`src/rtl/pex_pkg.sv`:
```
package pex_pkg;
  localparam int BYTE_W = 8;
  localparam int SEL_W  = 2;

  localparam logic [SEL_W-1:0] SEL_PINS = 2'd0;
  localparam logic [SEL_W-1:0] SEL_OUT  = 2'd1;
  localparam logic [SEL_W-1:0] SEL_INV  = 2'd2;
  localparam logic [SEL_W-1:0] SEL_DIR  = 2'd3;

  typedef enum logic [2:0] {
    LK_IDLE,
    LK_ADDR,
    LK_CMD,
    LK_WDATA,
    LK_RDATA,
    LK_SKIP
  } link_state_t;
endpackage

```
`src/rtl/pex_sync.sv`:
```
module pex_sync #(
  parameter int              W      = 1,
  parameter int              STAGES = 2,
  parameter logic [W-1:0]    RST_VAL = '1
) (
  input  logic         clk,
  input  logic         rst_n,
  input  logic [W-1:0] d_i,
  output logic [W-1:0] q_o
);
  logic [W-1:0] chain_q [STAGES];

  generate
    for (genvar s = 0; s < STAGES; s++) begin : g_stage
      always_ff @(posedge clk or negedge rst_n) begin
        if (!rst_n) chain_q[s] <= RST_VAL;
        else if (s == 0) chain_q[s] <= d_i;
        else chain_q[s] <= chain_q[(s == 0) ? 0 : s-1];
      end
    end
  endgenerate

  assign q_o = chain_q[STAGES-1];
endmodule

```
`src/rtl/pex_link.sv`:
```
module pex_link
  import pex_pkg::*;
#(
  parameter logic [4:0] ADDR_HI = 5'b11100
) (
  input  logic              clk,
  input  logic              rst_n,
  input  logic              scl_s,
  input  logic              sda_s,
  input  logic [1:0]        strap,
  input  logic [BYTE_W-1:0] rd_byte,
  output logic [SEL_W-1:0]  ptr,
  output logic              wr_stb,
  output logic [BYTE_W-1:0] wr_byte,
  output logic              ld_stb,
  output logic              sda_pull
);
  link_state_t       st_q, st_d, nxt_q, nxt_d;
  logic [3:0]        cnt_q, cnt_d;
  logic [BYTE_W-1:0] rx_q, rx_d, tx_q, tx_d;
  logic [SEL_W-1:0]  ptr_q, ptr_d;
  logic              oe_q, oe_d;
  logic              scl_p, sda_p;
  logic              rise, fall, start, stop;
  logic [BYTE_W-1:0] byte_in;

  assign rise    = scl_s & ~scl_p;
  assign fall    = ~scl_s & scl_p;
  assign start   = scl_s & scl_p & sda_p & ~sda_s;
  assign stop    = scl_s & scl_p & ~sda_p & sda_s;
  assign byte_in = {rx_q[BYTE_W-2:0], sda_s};

  always_comb begin
    st_d   = st_q;
    nxt_d  = nxt_q;
    cnt_d  = cnt_q;
    rx_d   = rx_q;
    tx_d   = tx_q;
    ptr_d  = ptr_q;
    oe_d   = oe_q;
    wr_stb = 1'b0;
    ld_stb = 1'b0;
    if (stop) begin
      st_d = LK_IDLE;
      oe_d = 1'b0;
    end else if (start) begin
      st_d  = LK_ADDR;
      cnt_d = '0;
      oe_d  = 1'b0;
    end else begin
      unique case (st_q)
        LK_ADDR, LK_CMD, LK_WDATA: begin
          if (rise && cnt_q < 4'd8) begin
            rx_d  = byte_in;
            cnt_d = cnt_q + 4'd1;
            if (cnt_q == 4'd7) begin
              if (st_q == LK_ADDR) begin
                if (byte_in[7:1] == {ADDR_HI, strap}) nxt_d = byte_in[0] ? LK_RDATA : LK_CMD;
                else st_d = LK_SKIP;
              end else if (st_q == LK_CMD) begin
                if (byte_in < 8'd4) begin
                  ptr_d = byte_in[SEL_W-1:0];
                  nxt_d = LK_WDATA;
                end else st_d = LK_SKIP;
              end else begin
                wr_stb = 1'b1;
                nxt_d  = LK_WDATA;
              end
            end
          end else if (fall && cnt_q == 4'd8) begin
            oe_d  = 1'b1;
            cnt_d = 4'd9;
          end else if (fall && cnt_q == 4'd9) begin
            oe_d  = 1'b0;
            cnt_d = '0;
            st_d  = nxt_q;
            if (nxt_q == LK_RDATA) begin
              ld_stb = 1'b1;
              tx_d   = rd_byte;
              oe_d   = ~rd_byte[BYTE_W-1];
            end
          end
        end
        LK_RDATA: begin
          if (rise && cnt_q < 4'd8) cnt_d = cnt_q + 4'd1;
          else if (rise && cnt_q == 4'd8) begin
            if (sda_s) st_d = LK_SKIP;
            else cnt_d = 4'd9;
          end else if (fall && cnt_q != 4'd0 && cnt_q < 4'd8) begin
            tx_d = {tx_q[BYTE_W-2:0], 1'b0};
            oe_d = ~tx_q[BYTE_W-2];
          end else if (fall && cnt_q == 4'd8) oe_d = 1'b0;
          else if (fall && cnt_q == 4'd9) begin
            ld_stb = 1'b1;
            tx_d   = rd_byte;
            oe_d   = ~rd_byte[BYTE_W-1];
            cnt_d  = '0;
          end
        end
        default: ;
      endcase
    end
  end

  always_ff @(posedge clk or negedge rst_n) begin
    if (!rst_n) begin
      st_q  <= LK_IDLE;
      nxt_q <= LK_IDLE;
      cnt_q <= '0;
      rx_q  <= '0;
      tx_q  <= '0;
      ptr_q <= SEL_PINS;
      oe_q  <= 1'b0;
      scl_p <= 1'b1;
      sda_p <= 1'b1;
    end else begin
      st_q  <= st_d;
      nxt_q <= nxt_d;
      cnt_q <= cnt_d;
      rx_q  <= rx_d;
      tx_q  <= tx_d;
      ptr_q <= ptr_d;
      oe_q  <= oe_d;
      scl_p <= scl_s;
      sda_p <= sda_s;
    end
  end

  assign ptr      = ptr_q;
  assign wr_byte  = byte_in;
  assign sda_pull = oe_q;

  AST_SKIP_NEVER_DRIVES: assert property (@(posedge clk) disable iff (!rst_n)
    st_q == LK_SKIP |-> !oe_q);
  AST_SDA_HELD_WHILE_SCL_HIGH: assert property (@(posedge clk) disable iff (!rst_n)
    (scl_s && scl_p && !start && !stop) |=> $stable(oe_q));
endmodule

```
`src/rtl/pex_regs.sv`:
```
module pex_regs
  import pex_pkg::*;
(
  input  logic              clk,
  input  logic              rst_n,
  input  logic [BYTE_W-1:0] pins_s,
  input  logic [SEL_W-1:0]  ptr,
  input  logic              wr_stb,
  input  logic [BYTE_W-1:0] wr_byte,
  input  logic              ld_stb,
  output logic [BYTE_W-1:0] rd_byte,
  output logic [BYTE_W-1:0] pin_oe,
  output logic [BYTE_W-1:0] pin_o,
  output logic              irq
);
  logic [BYTE_W-1:0] in_q, in_d, out_q, out_d, inv_q, inv_d, dir_q, dir_d;
  logic [BYTE_W-1:0] pin_adj;
  logic [1:0]        prime_q, prime_d;
  logic              primed, irq_q, irq_d;

  assign primed  = (prime_q == 2'd3);
  assign pin_adj = pins_s ^ inv_q;

  always_comb begin
    out_d   = out_q;
    inv_d   = inv_q;
    dir_d   = dir_q;
    prime_d = primed ? prime_q : prime_q + 2'd1;
    in_d    = (!primed || (ld_stb && ptr == SEL_PINS)) ? pin_adj : in_q;
    if (wr_stb) begin
      unique case (ptr)
        SEL_OUT: out_d = wr_byte;
        SEL_INV: inv_d = wr_byte;
        SEL_DIR: dir_d = wr_byte;
        default: ;
      endcase
    end
    irq_d = primed && |((pin_adj ^ in_d) & dir_d);
    unique case (ptr)
      SEL_PINS: rd_byte = pin_adj;
      SEL_OUT:  rd_byte = out_q;
      SEL_INV:  rd_byte = inv_q;
      default:  rd_byte = dir_q;
    endcase
  end

  always_ff @(posedge clk or negedge rst_n) begin
    if (!rst_n) begin
      in_q    <= '1;
      out_q   <= '1;
      inv_q   <= '0;
      dir_q   <= '1;
      prime_q <= '0;
      irq_q   <= 1'b0;
    end else begin
      in_q    <= in_d;
      out_q   <= out_d;
      inv_q   <= inv_d;
      dir_q   <= dir_d;
      prime_q <= prime_d;
      irq_q   <= irq_d;
    end
  end

  assign pin_oe = ~dir_q;
  assign pin_o  = out_q;
  assign irq    = irq_q;

  AST_PIN_REG_READ_ONLY: assert property (@(posedge clk) disable iff (!rst_n)
    (wr_stb && ptr == SEL_PINS) |=> ($stable(out_q) && $stable(inv_q) && $stable(dir_q)));
  AST_CAPTURE_ON_LOAD: assert property (@(posedge clk) disable iff (!rst_n)
    (primed && ld_stb && ptr == SEL_PINS) |=> in_q == $past(pin_adj));
  AST_OUTPUTS_NO_IRQ: assert property (@(posedge clk) disable iff (!rst_n)
    (dir_q == '0 && !wr_stb) |=> !irq_q);
endmodule

```
`src/rtl/i2c_pin_expander.sv`:
```
module i2c_pin_expander
  import pex_pkg::*;
#(
  parameter logic [4:0] ADDR_HI     = 5'b11100,
  parameter int         SYNC_STAGES = 2
) (
  input  logic        clk,
  input  logic        rst_n,
  input  logic [1:0]  addr_strap,
  input  logic        scl_i,
  input  logic        sda_i,
  output logic        sda_pull,
  input  logic [7:0]  pin_i,
  output logic [7:0]  pin_oe,
  output logic [7:0]  pin_o,
  output logic        irq_pull
);
  localparam int SW = BYTE_W + 2;

  logic [SW-1:0]     synced;
  logic [SEL_W-1:0]  ptr;
  logic              wr_stb, ld_stb;
  logic [BYTE_W-1:0] wr_byte, rd_byte;

  pex_sync #(.W(SW), .STAGES(SYNC_STAGES), .RST_VAL('1)) u_sync (
    .clk(clk), .rst_n(rst_n), .d_i({scl_i, sda_i, pin_i}), .q_o(synced)
  );

  pex_link #(.ADDR_HI(ADDR_HI)) u_link (
    .clk(clk), .rst_n(rst_n),
    .scl_s(synced[SW-1]), .sda_s(synced[SW-2]), .strap(addr_strap),
    .rd_byte(rd_byte), .ptr(ptr), .wr_stb(wr_stb), .wr_byte(wr_byte),
    .ld_stb(ld_stb), .sda_pull(sda_pull)
  );

  pex_regs u_regs (
    .clk(clk), .rst_n(rst_n), .pins_s(synced[BYTE_W-1:0]), .ptr(ptr),
    .wr_stb(wr_stb), .wr_byte(wr_byte), .ld_stb(ld_stb), .rd_byte(rd_byte),
    .pin_oe(pin_oe), .pin_o(pin_o), .irq(irq_pull)
  );
endmodule

```
`config.mk`:
```
export PLATFORM = sky130hd
export DESIGN_NAME = i2c_pin_expander
export DESIGN_NICKNAME = d
export VERILOG_FILES = /design/src/rtl/pex_pkg.sv /design/src/rtl/pex_sync.sv /design/src/rtl/pex_link.sv /design/src/rtl/pex_regs.sv /design/src/rtl/i2c_pin_expander.sv
export SDC_FILE = /design/constraint.sdc
export NUM_CORES = 1
export LEC_CHECK = 0
export BUFFER_PORTS_ARGS = -buffer_cell sky130_fd_sc_hd__buf_2
export CORE_MARGIN = 1
export CORE_UTILIZATION = 45
export DETAILED_ROUTE_END_ITERATION = 6
export SYNTH_ARGS = -nofsm -noshare
export SYNTH_HDL_FRONTEND = slang
export SYNTH_HIERARCHICAL = 1
export SYNTH_SLANG_ARGS = --single-unit
```
`constraint.sdc`:
```
create_clock -name clk -period 2.9 [get_ports clk]
set_input_delay 0.145 -clock clk [delete_from_list [all_inputs] [get_ports clk]]
set_output_delay 0.145 -clock clk [all_outputs]
set_load 0.1 [all_outputs]
```
== After elaboration in Yosys (flattened, before gate mapping) ==
Index checks and enable logic that the tools add are counted.

* Register bits after elaboration: 84
* Bits in latches: 0
* RAM bits: 0
* Bits in read-only memories: 0
* Bits of input ports: 14
* Output and inout port bits: 18
* Logic and storage cells: 180
* Memories: 0

* Add/sub/neg operators: 2
* $mul: 0
* Divide/modulo/power cells: 0
* $lt $le $gt $ge: 2
* Equal/unequal tests: 39
* Shift-type cells: 0
* Mux-type cells: 74
* Bitwise gates (word level): 20
* Reduce and logical (&&, ||, !) cells: 26

{| class="wikitable"
|+ Operators by type and width
! operator !! count
|-
| $mux W7 || 9
|-
| $mux W3 || 18
|-
| $mux W4 || 9
|-
| $mux W1 || 29
|-
| $mux W8 || 3
|-
| $pmux W8 S3 || 1
|-
| $ne A6 B4 Y1 const B || 3
|-
| $ne A4 B2 Y1 const B || 4
|-
| $xor A8 B8 Y8 || 2
|-
| $ne A5 B3 Y1 const B || 3
|-
| $pmux W7 S2 || 1
|-
| $reduce_and A11 Y1 || 1
|-
| $ne A2 B2 Y1 const B || 5
|-
| $ne A5 B1 Y1 const B || 2
|-
| $ne A5 B2 Y1 const B || 2
|-
| $reduce_and A10 Y1 || 1
|-
| $not A1 Y1 || 9
|-
| $and A8 B8 Y8 || 1
|-
| $eq A4 B4 Y1 const B || 2
|-
| $logic_and A1 B1 Y1 || 8
|-
| $lt A8 B3 Y1 const B || 1
|-
| $not A8 Y8 || 1
|-
| $pmux W4 S2 || 1
|-
| $reduce_and A8 Y1 || 1
|-
| other kinds (32) || 46
|}

== Logic depth before layout (Yosys ltp) ==
Gate-level depths: netlist (run 1).

* Word-level depth: 18
* Gate-level depth with buffers: 11
* Depth with buffers taken out: 10

== Hierarchy ==
The synthesis (run 1) kept the hierarchy.

{| class="wikitable"
|+ Modules (own cells, without submodules)
! module !! instances !! cells an instance !! area each (um^2) !! seq. area each (um^2)
|-
| pex_regs || 1 || 153 || 1881.8 || 905.9
|-
| pex_link || 1 || 200 || 1749.2 || 728.2
|-
| pex_sync || 1 || 30 || 600.6 || 525.5
|}

== Worst setup path before layout (run 1) ==
No wires, ideal clock.

* Path type: flip-flop to flip-flop
* Start point: register u_sync.chain_q (netlist bit u_sync/q_o[9])
* End point: register u_regs.irq_q (netlist: u_regs/irq)
* Arrival: 2.699 ns
* Required time: 2.760 ns
* Setup slack: 0.060 ns
* Stages on the path, launching flop included: 9
* Period minus slack after synthesis: 2.840 ns
* Cells stage by stage: dfstp_2 buf_4 nor3b_2 nand2_2 nor4_1 nand3_4 mux2_2 a22oi_1 a41oi_1

* Elaborated cells between the ends (all ways): 37

{| class="wikitable"
|+ RTL lines
! what !! RTL line !! RTL
|-
| from (decl) || pex_sync.sv:11 || <nowiki>logic [W-1:0] chain_q [STAGES];</nowiki>
|-
| from (signal, indexed assignment) || pex_sync.sv:17 || <nowiki>else if (s == 0) chain_q[s] <= d_i;</nowiki>
|-
| from (signal, indexed assignment) || pex_sync.sv:18 || <nowiki>else chain_q[s] <= chain_q[(s == 0) ? 0 : s-1];</nowiki>
|-
| $and A1 B1 Y1 || pex_link.sv:27 || <nowiki>assign rise = scl_s & ~scl_p;</nowiki>
|-
| $logic_and A1 B1 Y1 || pex_link.sv:53 || <nowiki>if (rise && cnt_q < 4'd8) begin</nowiki>
|-
| $mux W1 || pex_link.sv:53 ||
|-
| $mux W1 || pex_link.sv:51 || <nowiki>unique case (st_q)</nowiki>
|-
| $mux W1 || pex_link.sv:46 || <nowiki>end else if (start) begin</nowiki>
|-
| $mux W1 (*) || pex_link.sv:43 || <nowiki>if (stop) begin</nowiki>
|-
| net wr_stb || i2c_pin_expander.sv:22 || <nowiki>logic wr_stb, ld_stb;</nowiki>
|-
| $mux W8 (*) || pex_regs.sv:30 || <nowiki>if (wr_stb) begin</nowiki>
|-
| net u_regs.dir_d[3] || pex_regs.sv:16 || <nowiki>logic [BYTE_W-1:0] in_q, in_d, out_q, out_d, inv_q, inv_d, dir_q, dir_d;</nowiki>
|-
| $and A8 B8 Y8 (*) || pex_regs.sv:38 || <nowiki>irq_d = primed && |((pin_adj ^ in_d) & dir_d);</nowiki>
|-
| $reduce_or A8 Y1 (*) || pex_regs.sv:38 ||
|-
| $logic_and A1 B1 Y1 (*) || pex_regs.sv:38 ||
|-
| net u_regs.irq_d || pex_regs.sv:19 || <nowiki>logic primed, irq_q, irq_d;</nowiki>
|-
| to (signal assigned) || pex_regs.sv:61 || <nowiki>irq_q <= irq_d;</nowiki>
|-
| to (decl) || pex_regs.sv:19 ||
|}

Mark *: on every way through the listed nets, which the timed path passes. The rest lies on a longest branch.
A chain may end at the register's enable or synchronous reset.

== Worst setup path after layout (run 1) ==
* Start point: register u_link.cnt_q[0]
* End point: register u_regs.in_q[4]

* Longest elaborated chain between the ends: 13
* Elaborated cells between the ends (all ways): 24

{| class="wikitable"
|+ RTL lines
! what !! RTL line !! RTL
|-
| from (decl) || pex_link.sv:19 || <nowiki>logic [3:0] cnt_q, cnt_d;</nowiki>
|-
| from (signal assigned) || pex_link.sv:119 || <nowiki>cnt_q <= cnt_d;</nowiki>
|-
| $eq A4 B4 Y1 || pex_link.sv:73, pex_link.sv:93 ||
|-
| $logic_and A1 B1 Y1 || pex_link.sv:73, pex_link.sv:93 ||
|-
| $mux W1 || pex_link.sv:93 || <nowiki>else if (fall && cnt_q == 4'd9) begin</nowiki>
|-
| $mux W1 || pex_link.sv:92 || <nowiki>end else if (fall && cnt_q == 4'd8) oe_d = 1'b0;</nowiki>
|-
| $mux W1 || pex_link.sv:89 || <nowiki>end else if (fall && cnt_q != 4'd0 && cnt_q < 4'd8) begin</nowiki>
|-
| $mux W1 || pex_link.sv:86 || <nowiki>else if (rise && cnt_q == 4'd8) begin</nowiki>
|-
| $mux W1 || pex_link.sv:85 || <nowiki>if (rise && cnt_q < 4'd8) cnt_d = cnt_q + 4'd1;</nowiki>
|-
| $pmux W1 S2 (*) || pex_link.sv:51 ||
|-
| $mux W1 (*) || pex_link.sv:46 ||
|-
| $mux W1 (*) || pex_link.sv:43 ||
|-
| net ld_stb || i2c_pin_expander.sv:22 ||
|-
| $logic_and A1 B1 Y1 (*) || pex_regs.sv:29 || <nowiki>in_d = (!primed || (ld_stb && ptr == SEL_PINS)) ? pin_adj : in_q;</nowiki>
|-
| $logic_or A1 B1 Y1 (*) || pex_regs.sv:29 ||
|-
| $mux W8 (*) || pex_regs.sv:29 ||
|-
| net u_regs.in_d[4] || pex_regs.sv:16 ||
|-
| to (signal assigned) || pex_regs.sv:56 || <nowiki>in_q <= in_d;</nowiki>
|-
| to (decl) || pex_regs.sv:16 ||
|}

Marks and branches as above.

==> results of run 1 <==
==> where the power goes <==
part / internal [mW] / total [mW] / switching, mW
Clock: 0.410 / 0.873 / 0.463
Sequential: 1.31 / 1.47 / 0.162
Combinational: 0.277 / 0.685 / 0.408
==> critical path, delay by kind of cell (launching register included) <==
kind,cells,cell delay (ns)
buffers and inverters,3,0.43
flip-flops,1,0.44
AO/OA/AOI/OAI,2,0.53
adder cells (fa/ha/maj),1,0.24
multiplexers,1,0.34
AND/OR/NAND/NOR,3,0.55
==> cell usage in the layout (no fill, tap or decap), types with 2 or more instances in the layout <==
| master | netlist | final |
|---|---|---|
| a211oi_1 | 2 | 2 |
| a21oi_1 | 14 | 14 |
| a22oi_1 | 5 | 5 |
| and3_1 | 5 | 5 |
| buf_2 | 3 | 30 |
| buf_4 | 13 | 8 |
| clkbuf_8 | 0 | 9 |
| dfrtp_1 | 38 | 38 |
| dfstp_2 | 46 | 46 |
| dlygate4sd3_1 | 0 | 11 |
| ha_1 | 4 | 4 |
| inv_1 | 14 | 14 |
| inv_6 | 0 | 2 |
| mux2_1 | 2 | 2 |
| mux2_2 | 39 | 39 |
| mux2i_1 | 7 | 7 |
| nand2_1 | 48 | 48 |
| nand3_1 | 6 | 6 |
| nand3b_2 | 2 | 2 |
| nand4_1 | 2 | 2 |
| nor2_1 | 17 | 17 |
| nor2b_1 | 13 | 13 |
| nor3_1 | 3 | 3 |
| nor3b_1 | 4 | 4 |
| o21ai_0 | 29 | 29 |
| or3_1 | 2 | 2 |
| xnor2_1 | 21 | 21 |
| xor2_1 | 8 | 8 |
==> timing repair <==
action / 4_1_cts / 5_1_grt
hold endpoints to repair: 34 / 0
setup endpoints to repair: 0 / 3
hold buffers: 11 / 0
buffers inserted: 0 / 1
gates resized for setup: 0 / 1
==> through the flow <==
step | cell area [sq um] | util [%] | cells | power, mW | hold WS (ns)
2_1_floorplan | 4230 | - | 383 | 1.95 | -0.151
3_3_place_gp | 4430 | 48.4 | 508 | 2.15 | 0.208
3_5_place_dp | 4430 | 48.4 | 508 | 2.16 | 0.213
4_1_cts | 4740 | 51.8 | 535 | 3.07 | 0.361
5_1_grt | 4760 | 52.0 | 536 | 3.21 | 0.361
6_report | 4760 | 52.0 | 536 | 3.03 | 0.347
==> sequential cells by signal (all words and copies together), names as in the netlist <==
name,flops
u_link/rx_q,7
u_regs/dir_q,8
u_link/sda_p,1
u_link/scl_p,1
u_link/ptr,2
u_regs/inv_q,8
u_link/sda_pull,1
u_regs/prime_q,2
u_regs/pin_o,8
u_link/nxt_q,3
u_sync/chain_q,10
u_regs/in_q,8
u_sync/q_o,10
u_link/tx_q,7
u_link/st_q,3
u_regs/irq,1
u_link/cnt_q,4
==> path summary, 6_finish.rpt <==
check / start / end / slack [ns] / cells past startpoint
max in group asynchronous: rst_n / u_sync/q_o[7] / 1.87 / 3
setup reg to reg: u_link/cnt_q[0] / u_regs/in_q[4] / 0.28 / 10
hold reg to reg: u_sync/chain_q[18] / u_sync/q_o[8] / 0.36 / 0
hold / removal: rst_n / u_link/nxt_q[2] / 0.35 / 2
setup / recovery: u_link/cnt_q[0] / u_regs/in_q[4] / 0.28 / 10
min in group clk: u_sync/chain_q[18] / u_sync/q_o[8] / 0.36 / 0
==> per-layer routing <==
layer	vias up	wire, um	GRT usage, %
li1	1385	-	-
met2	50	4050	30.2
met5	-	0	0
met1	1372	4210	26.7
met3	11	269	2.91
met4	0	121	7.46
==> logic make-up after synthesis <==
group | after synthesis
flops | 84
simple gates | 114
buf+inv | 38
mux | 48
compound gates | 66
xor+xnor | 29
fa+ha+maj | 4
==> final cells by class <==
cell class / count / area, sq um / area share, %
Sequential cell: 84 / 2160 / 45.4
Inverter: 14 / 52.6 / 1.10
Clock inverter: 7 / 80.1 / 1.68
Clock buffer: 9 / 124 / 2.60
Tap cell: 111 / 139 / 2.92
Multi-Input combinational cell: 261 / 1860 / 39.1
Timing Repair Buffer: 50 / 340 / 7.16
==> impl_results.md, run 1 <==
- Layout net count: approximately 440
- Share of layout cells above drive strength 1: a little over a third
- # diodes: 0
- Yosys warnings: 6
- Final Hold Vio Count: 0
- HP Class: in -> async
- Total CTS buffers: 9
- Final setup TNS: 0 ns
- Cells after Synth: between 300 and 400
- RSZ-0062 raised after global routing: false
- DR WL/cell: between 15 and 20 um
- Starting Density: about 46%
- Worst Setup End Kind: flop
- Post-Synth Adder-Cell Area: 1.18%
- Crit path cell chain: inv_1 > ha_1 > nor2b_1 > or3b_1 > nand2_1 > a211oi_1 > inv_1 > o31ai_4 > buf_4 > mux2_2
- Final setup fails: 0
- Syn avg cell area: around 11 sq um
- Clk_skew: ~0.01 ns
- Routability Congestion: roughly 0.87
- Initial antenna violation count: 0
- Period minus WS final: 2.62 ns
- DRC Markers: 0
- # port buffers: 31
- Area grow syn2layout: 12.4%
- CP Launch Type: flop
- Post-synthesis mux area share: about an eighth
- CP most frequent cell: inv_1
- Site Rows: 35
- VDD IR max: around 0.27 mV
- XOR/XNOR Fraction of Synth Area: 6.00%
- FFs w/ async S/R, synth: 100%
- CTS H-tree lvls: 3
- Critical Setup Path Class: reg -> reg
- Chip height: 99.0 um
- Syn Nets: ~400
- Die width: between 90 and 100 um
- Worst path max stage delay: about 0.44 ns
- Critical Path AT: between 2 and 3 ns
- Root Driver: clkbuf_8
- Vias in the first global route: between 2000 and 3000
- Crit path required time: 3.19 ns
- Clk buf depth: 2
- GRT Total Usage: roughly a fifth
- Seq/Total Area, Yosys: about half
- Post-synthesis simple-gate area fraction: 13.9%
- Slowest CP cell: dfrtp_1
- Overflow after GRT: 0
- Clock Latency Late Sink: 0.36 ns
- Largest net degree at the start of global routing: 50
- Most numerous cell in the Yosys netlist: nand2_1
- Least-Margin Pin Slew: 0.868 ns
- Most frequent cells after synthesis: nand2_1 (48), dfstp_2 (46), mux2_2 (39)
- Crit share post-route: about nine tenths
- Area leader, netlist: dfstp_2
- Status: complete, no violations
- Post-route ant nets: 0
- Drt total wl: approximately 8700 um
- Sink Count: 84
- Post-synth EDFFs: 0
- First-pass GRT wire length: 14300 um
- CTS clk-pin slew, worst paths: 0.09 ns
- Pre-CTS setup slack: approximately 0.15 ns
- Worst Path Max Fanout: 9
- Routed vias/inst: about 5.3
- Post-Synthesis Cell Area: roughly 0.0042 sq mm
- Slew Limit Fails: 0
- Ports: 32
- Synth Flop Type: dfstp_2
- Die area: just under 0.01 sq mm
- Static Leak: ~2.0 nW
- Flops & latches, synth: between 80 and 90
- Final WS setup: ~0.28 ns
- Max-cap violations: 0
- CORE AREA: between 0.009 and 0.01 sq mm
- Yosys cell types: 55
- FMAX: around 380 MHz
- Post-synth top area share: roughly 29%
- Fill count: 795
- Pwr/cell area: 638 mW/mm^2
- Main combinational cell family by area after synthesis: simple AND/OR/NAND/NOR gates
- Compound-Gate Fraction of Synth Area: roughly 10%
- Router iterations before antenna repair: 4
- Via Count: between 2000 and 3000
- CTS tree: done
- Top cells by area, synth: dfstp_2 (29%), dfrtp_1 (22%), mux2_2 (10%), xnor2_1 (4.3%), nand2_1 (4.3%)
- Max_slew headroom: around two fifths
- DR iter-0 viols: 160
- Dpl hpwl: just over 6000 um
Power figures use the tool's default switching activity.
==> run 2, diff against run 1 <==
Settings changed: CORE_UTILIZATION 45 to 30.
==> impl_results.md, run 2 (same netlist as run 1, synthesis figures left out) <==
- Status: finished, violations left
- Failing checks: negative hold slack
- Sink Count: 84
- First-pass GRT wire length: approximately 14000 um
- Router iterations before antenna repair: 7
- Final setup TNS: 0 ns
- Clock Latency Late Sink: about 0.33 ns
- Critical Setup Path Class: reg -> reg
- Most frequent cells in the layout: nand2_1 (48), dfstp_2 (46), mux2_2 (39)
- DR iter-0 viols: 134
- CTS H-tree lvls: 3
- Worst Reg-to-Reg Cells: 9
- Layout Cells excl Fill: around 600
- Fill count: roughly 1400
- Die width: between 100 and 150 um
- Crit share post-route: roughly 92%
- Setup Buffers After CTS: 0
- Final setup fails: 0
- CTS tree: done
- FMAX: 373 MHz
- Dpl hpwl: approximately 6300 um
- Hold-fix buffers, CTS: 10
- Routed vias/inst: 4.74
- Post-route ant nets: 0
- Worst Path Max Fanout: 11
- Logic gate share of total power: 19.6%
- Final Hold Vio Count: 6
- Met2 Resource Use GR: 20.8%
- Placed cells: ~580
- Net switching power: ~1.0 mW
- Ports: 32
- Least-Margin Pin Slew: slightly below 1 ns
- DRC Markers: 0
- Worst reg-to-reg setup slack: 0.22 ns
- GRT Total Usage: 12.8%
- RSZ-0062 raised after global routing: false
- Internal power: around 2.3 mW
- HP Class: in -> async
- # port buffers: 31
- DR WL/cell: around 15 um
- CP Launch Type: flop
- Crit path required time: about 3.2 ns
- Fraction of power spent switching nets: between 30% and 40%
- Met1 Resource Use GR: between 15 and 20%
- Drt total wl: a little under 9000 um
- RR Startpoint: u_link/cnt_q[0]
- VDD IR max: between 0.2 and 0.3 mV
- CTS clk-pin slew, worst paths: around 0.07 ns
- Vias in the first global route: between 2000 and 3000
- Grt peak-use layer: met2
- Clk_skew: 0.0119 ns
- Share of layout cells above drive strength 1: 35.5%
- Cts repair resizes: 0
- Clock share of power: 35.1%
- Pwr/cell area: a little under 700 mW/mm^2
- Initial antenna violation count: 0
- # diodes: 0
- CORE AREA: approximately 0.014 sq mm
- Clk buf depth: 2
- Sequential share of power: 45.3%
- Reg2reg end: u_regs/in_q[7]
- Slew Limit Fails: 0
- Hold Slack: -0.0326 ns
- Max-cap violations: 0
- Max_slew headroom: roughly 34%
- Met3 usage: between 2 and 3%
- Period minus WS final: between 2 and 3 ns
- Multi-input gate area: approximately 0.0019 sq mm
- Static Leak: approximately 2.1 nW
- Critical Path AT: 2.95 ns
- Die area: 0.0146 sq mm
- Commonest non-fill, non-tap cell in the layout: nand2_1
- Via Count: about 2900
- Chip height: around 120 um
- Overflow after GRT: 0
- Area grow syn2layout: 15.7%
- Critical path destination: u_regs/in_q[7]
- Starting Density: between 30% and 40%
- Layout net count: between 400 and 500
- Site Rows: 43
- Register area: approximately 0.0022 sq mm
- Routability Congestion: between 0.8 and 0.9
- Worst Setup End Kind: flop
- Root Driver: clkbuf_16
- Largest net degree at the start of global routing: 81
- Worst setup path startpoint: u_link/cnt_q[0]
- Total CTS buffers: 9
run 2: cell types whose count changed in the layout (fill, tap and decap cells not counted), sizes merged:
| cell | before | now |
|---|---|---|
| buf | 39 | 37 |
| clkbuf | 9 | 11 |
| clkinvlp | 1 | 0 |
| dlygate4sd3 | 11 | 10 |
| inv | 17 | 16 |
run 2: worst min path at each step:
| stage | startpoint | endpoint | slack [ns] | depth (start not counted) |
|---|---|---|---|---|
| CTS | rst_n | u_regs/inv_q[3] | 0.01 | 1 |
| global placement | pin_i[4] | u_sync/chain_q[14] | 0.25 | 1 |
| detailed placement | pin_i[0] | u_sync/chain_q[10] | 0.25 | 1 |
| global route | rst_n | u_regs/inv_q[3] | 0.06 | 1 |
| finish | rst_n | u_regs/inv_q[5] | -0.03 | 1 |
| floorplan | rst_n | u_link/cnt_q[0] | -0.15 | 0 |
run 2: area by class of cell:
class | instances | area share [%]
Multi-Input combinational cell | 261 | 37.9
Clock buffer | 11 | 4.96
Timing Repair Buffer | 47 | 6.18
Clock inverter | 5 | 1.20
Sequential cell | 84 | 44.1
Tap cell | 180 | 4.60
Inverter | 14 | 1.07
run 2: critical path, cell delays in order (launching register included):
cell	delay (ns)
dfrtp_1	0.42
inv_1	0.10
ha_1	0.23
nor2b_1	0.27
or3b_1	0.22
nand2_1	0.06
a211oi_1	0.26
inv_1	0.11
o31ai_4	0.54
mux2_2	0.41
run 2: power groups by stage:
stage               logic [mW]  clock network [mW]  registers, mW
finish                   0.650                1.16           1.50
global route             0.727                1.24           1.53
CTS                      0.648                1.19           1.50
detailed placement       0.634                   0           1.52
global placement         0.624                   0           1.51
floorplan                0.481                   0           1.47
run 2: metal layers:
layer | wire length, um | vias to the layer above
met3 | 226 | 8
li1 | - | 1373
met2 | 4330 | 43
met5 | 0 | -
met1 | 4180 | 1427
met4 | 103 | 0
run 2: through the flow:
| step | power (mW) | instance area, sq um | utilization, % | worst slack (ns) | hold WS [ns] |
|---|---|---|---|---|---|
| after CTS | 3.33 | 4900 | 35.4 | 0.222 | 0.0146 |
| after detailed placement | 2.15 | 4490 | 32.5 | 0.234 | 0.251 |
| after floorplan | 1.95 | 4230 | - | 0.0604 | -0.151 |
| after global routing | 3.49 | 4900 | 35.4 | 0.0128 | 0.0577 |
| final | 3.31 | 4900 | 35.4 | 0.219 | -0.0326 |
| after global placement | 2.14 | 4490 | 32.5 | 0.323 | 0.250 |
==> run 3, diff against run 2 <==
==> constraint.sdc (replaced) <==
create_clock -name clk -period 2.9 [get_ports clk]
set_input_delay 0.29 -clock clk [delete_from_list [all_inputs] [get_ports clk]]
set_output_delay 0.29 -clock clk [all_outputs]
set_load 0.1 [all_outputs]
==> impl_results.md, run 3 (same netlist as run 1, synthesis figures left out) <==
- Status: complete, no violations
- CP Launch Type: flop
- Sink Count: 84
- Initial antenna violation count: 0
- Static Leak: approximately 2.0 nW
- CTS H-tree lvls: 3
- Clk buf depth: 2
- HP Class: in -> reg
- Critical Setup Path Class: reg -> reg
- Clock Latency Late Sink: 0.34 ns
- Hold-fix buffers, CTS: 0
- GRT Total Usage: about an eighth
- Least-Margin Pin Slew: approximately 0.99 ns
- Site Rows: 43
- Final Hold Vio Count: 0
- DR WL/cell: between 10 and 15 um
- CTS tree: done
- CORE AREA: around 0.014 sq mm
- DP Area: 0.00449 sq mm
- Overflow after GRT: 0
- Area grow syn2layout: 13.3%
- First-pass GRT wire length: roughly 14000 um
- Starting Density: a little under a third
- # diodes: 0
- DR iter-0 viols: 147
- Max_slew headroom: between 30 and 40%
- Final setup TNS: 0 ns
- Max-cap violations: 0
- VDD IR max: ~0.28 mV
- Period minus WS final: 2.68 ns
- Clk_skew: 0.0109 ns
- Commonest non-fill, non-tap cell in the layout: nand2_1
- Most frequent cells in the layout: nand2_1 (48), dfstp_2 (46), mux2_2 (39)
- Routability Congestion: about 0.84
- # port buffers: 31
- Cts repair resizes: 0
- Hold Slack: a little under 0.05 ns
- Fill count: ~1400
- Routed vias/inst: roughly 4.7
- Final WS setup: 0.219 ns
- Total CTS buffers: 9
- Post-route ant nets: 0
- Critical Path AT: 2.95 ns
- Placed cells: 576
- Dpl hpwl: about 6300 um
- CTS clk-pin slew, worst paths: about 0.070 ns
- Drt total wl: 8790 um
- Worst Path Max Fanout: 11
- Crit path required time: 3.16 ns
- Router iterations before antenna repair: 4
- Pre-CTS setup slack: between 0.2 and 0.25 ns
- Vias in the first global route: roughly 2800
- Ports: 32
- Chip height: 121 um
- DRC Markers: 0
- Via Count: about 2800
- Die area: approximately 0.015 sq mm
- RSZ-0062 raised after global routing: false
- FMAX: roughly 370 MHz
- Largest net degree at the start of global routing: 81
- Finished Cell Area: about 0.0048 sq mm
- Slew Limit Fails: 0
- Final setup fails: 0
- Die width: 121 um
- Pwr/cell area: slightly below 700 mW/mm^2
- Crit share post-route: between 90% and 100%
- Root Driver: clkbuf_16
- Share of layout cells above drive strength 1: ~36%
- Setup Buffers After CTS: 0
- Worst Setup End Kind: flop
- Layout net count: between 400 and 500
- Layout Cells excl Fill: roughly 590
## run 3: changes by cell type in the layout (fill, tap and decap cells not counted), sizes merged
| cell | delta |
|---|---|
| dlygate4sd3 | -10 |
## run 3: worst max-delay path: stages (launching register included)
cell and delay (ns):
dfrtp_1 0.41, inv_1 0.10, ha_1 0.23, nor2b_1 0.27, or3b_1 0.22, nand2_1 0.06, a211oi_1 0.26, inv_1 0.11
o31ai_4 0.54, mux2_2 0.41
## run 3: through the flow
stage | utilization [%] | power (mW)
after detailed placement | 32.5 | 2.15
after global routing | 34.7 | 3.48
final | 34.7 | 3.30
after floorplan | - | 1.95
after global placement | 32.5 | 2.14
after CTS | 34.7 | 3.32
## run 3: final cells by class
class / count / area [sq um] / area share, %
clock buffers: 11 / 243 / 5.06
clock inverters: 5 / 58.8 / 1.23
inverters: 14 / 52.6 / 1.10
multi-input cells: 261 / 1850 / 38.7
flip-flops and latches: 84 / 2160 / 45.0
well taps: 180 / 225 / 4.70
repair buffers: 37 / 203 / 4.23
## run 3: path summary, 6_finish.rpt
path                                     from                 end  slack [ns]  depth (start not counted)
max in group asynchronous               rst_n     u_regs/pin_o[6]        2.02                          2
min                                  pin_i[1]  u_sync/chain_q[11]        0.05                          1
max                           u_link/cnt_q[0]      u_regs/in_q[7]        0.22                          9
min reg2reg                u_sync/chain_q[19]       u_sync/q_o[9]        0.35                          0
max reg2reg                   u_link/cnt_q[0]      u_regs/in_q[7]        0.22                          9
min in group asynchronous               rst_n     u_regs/inv_q[2]        0.12                          1
## run 3: power by group
part	leakage, nW	switching, mW	internal (mW)
sequential	0.970	0.190	1.31
clock	0.150	0.464	0.695
combinational	0.917	0.381	0.256
## run 3: per-layer routing
layer | wire (um) | track usage [%] | share of wire (%)
met5 | 0 | 0 | 0
met1 | 4070 | 16.4 | 46
met4 | 120 | 5.17 | 1.4
met2 | 4310 | 20.8 | 49
met3 | 300 | 2.74 | 3.4
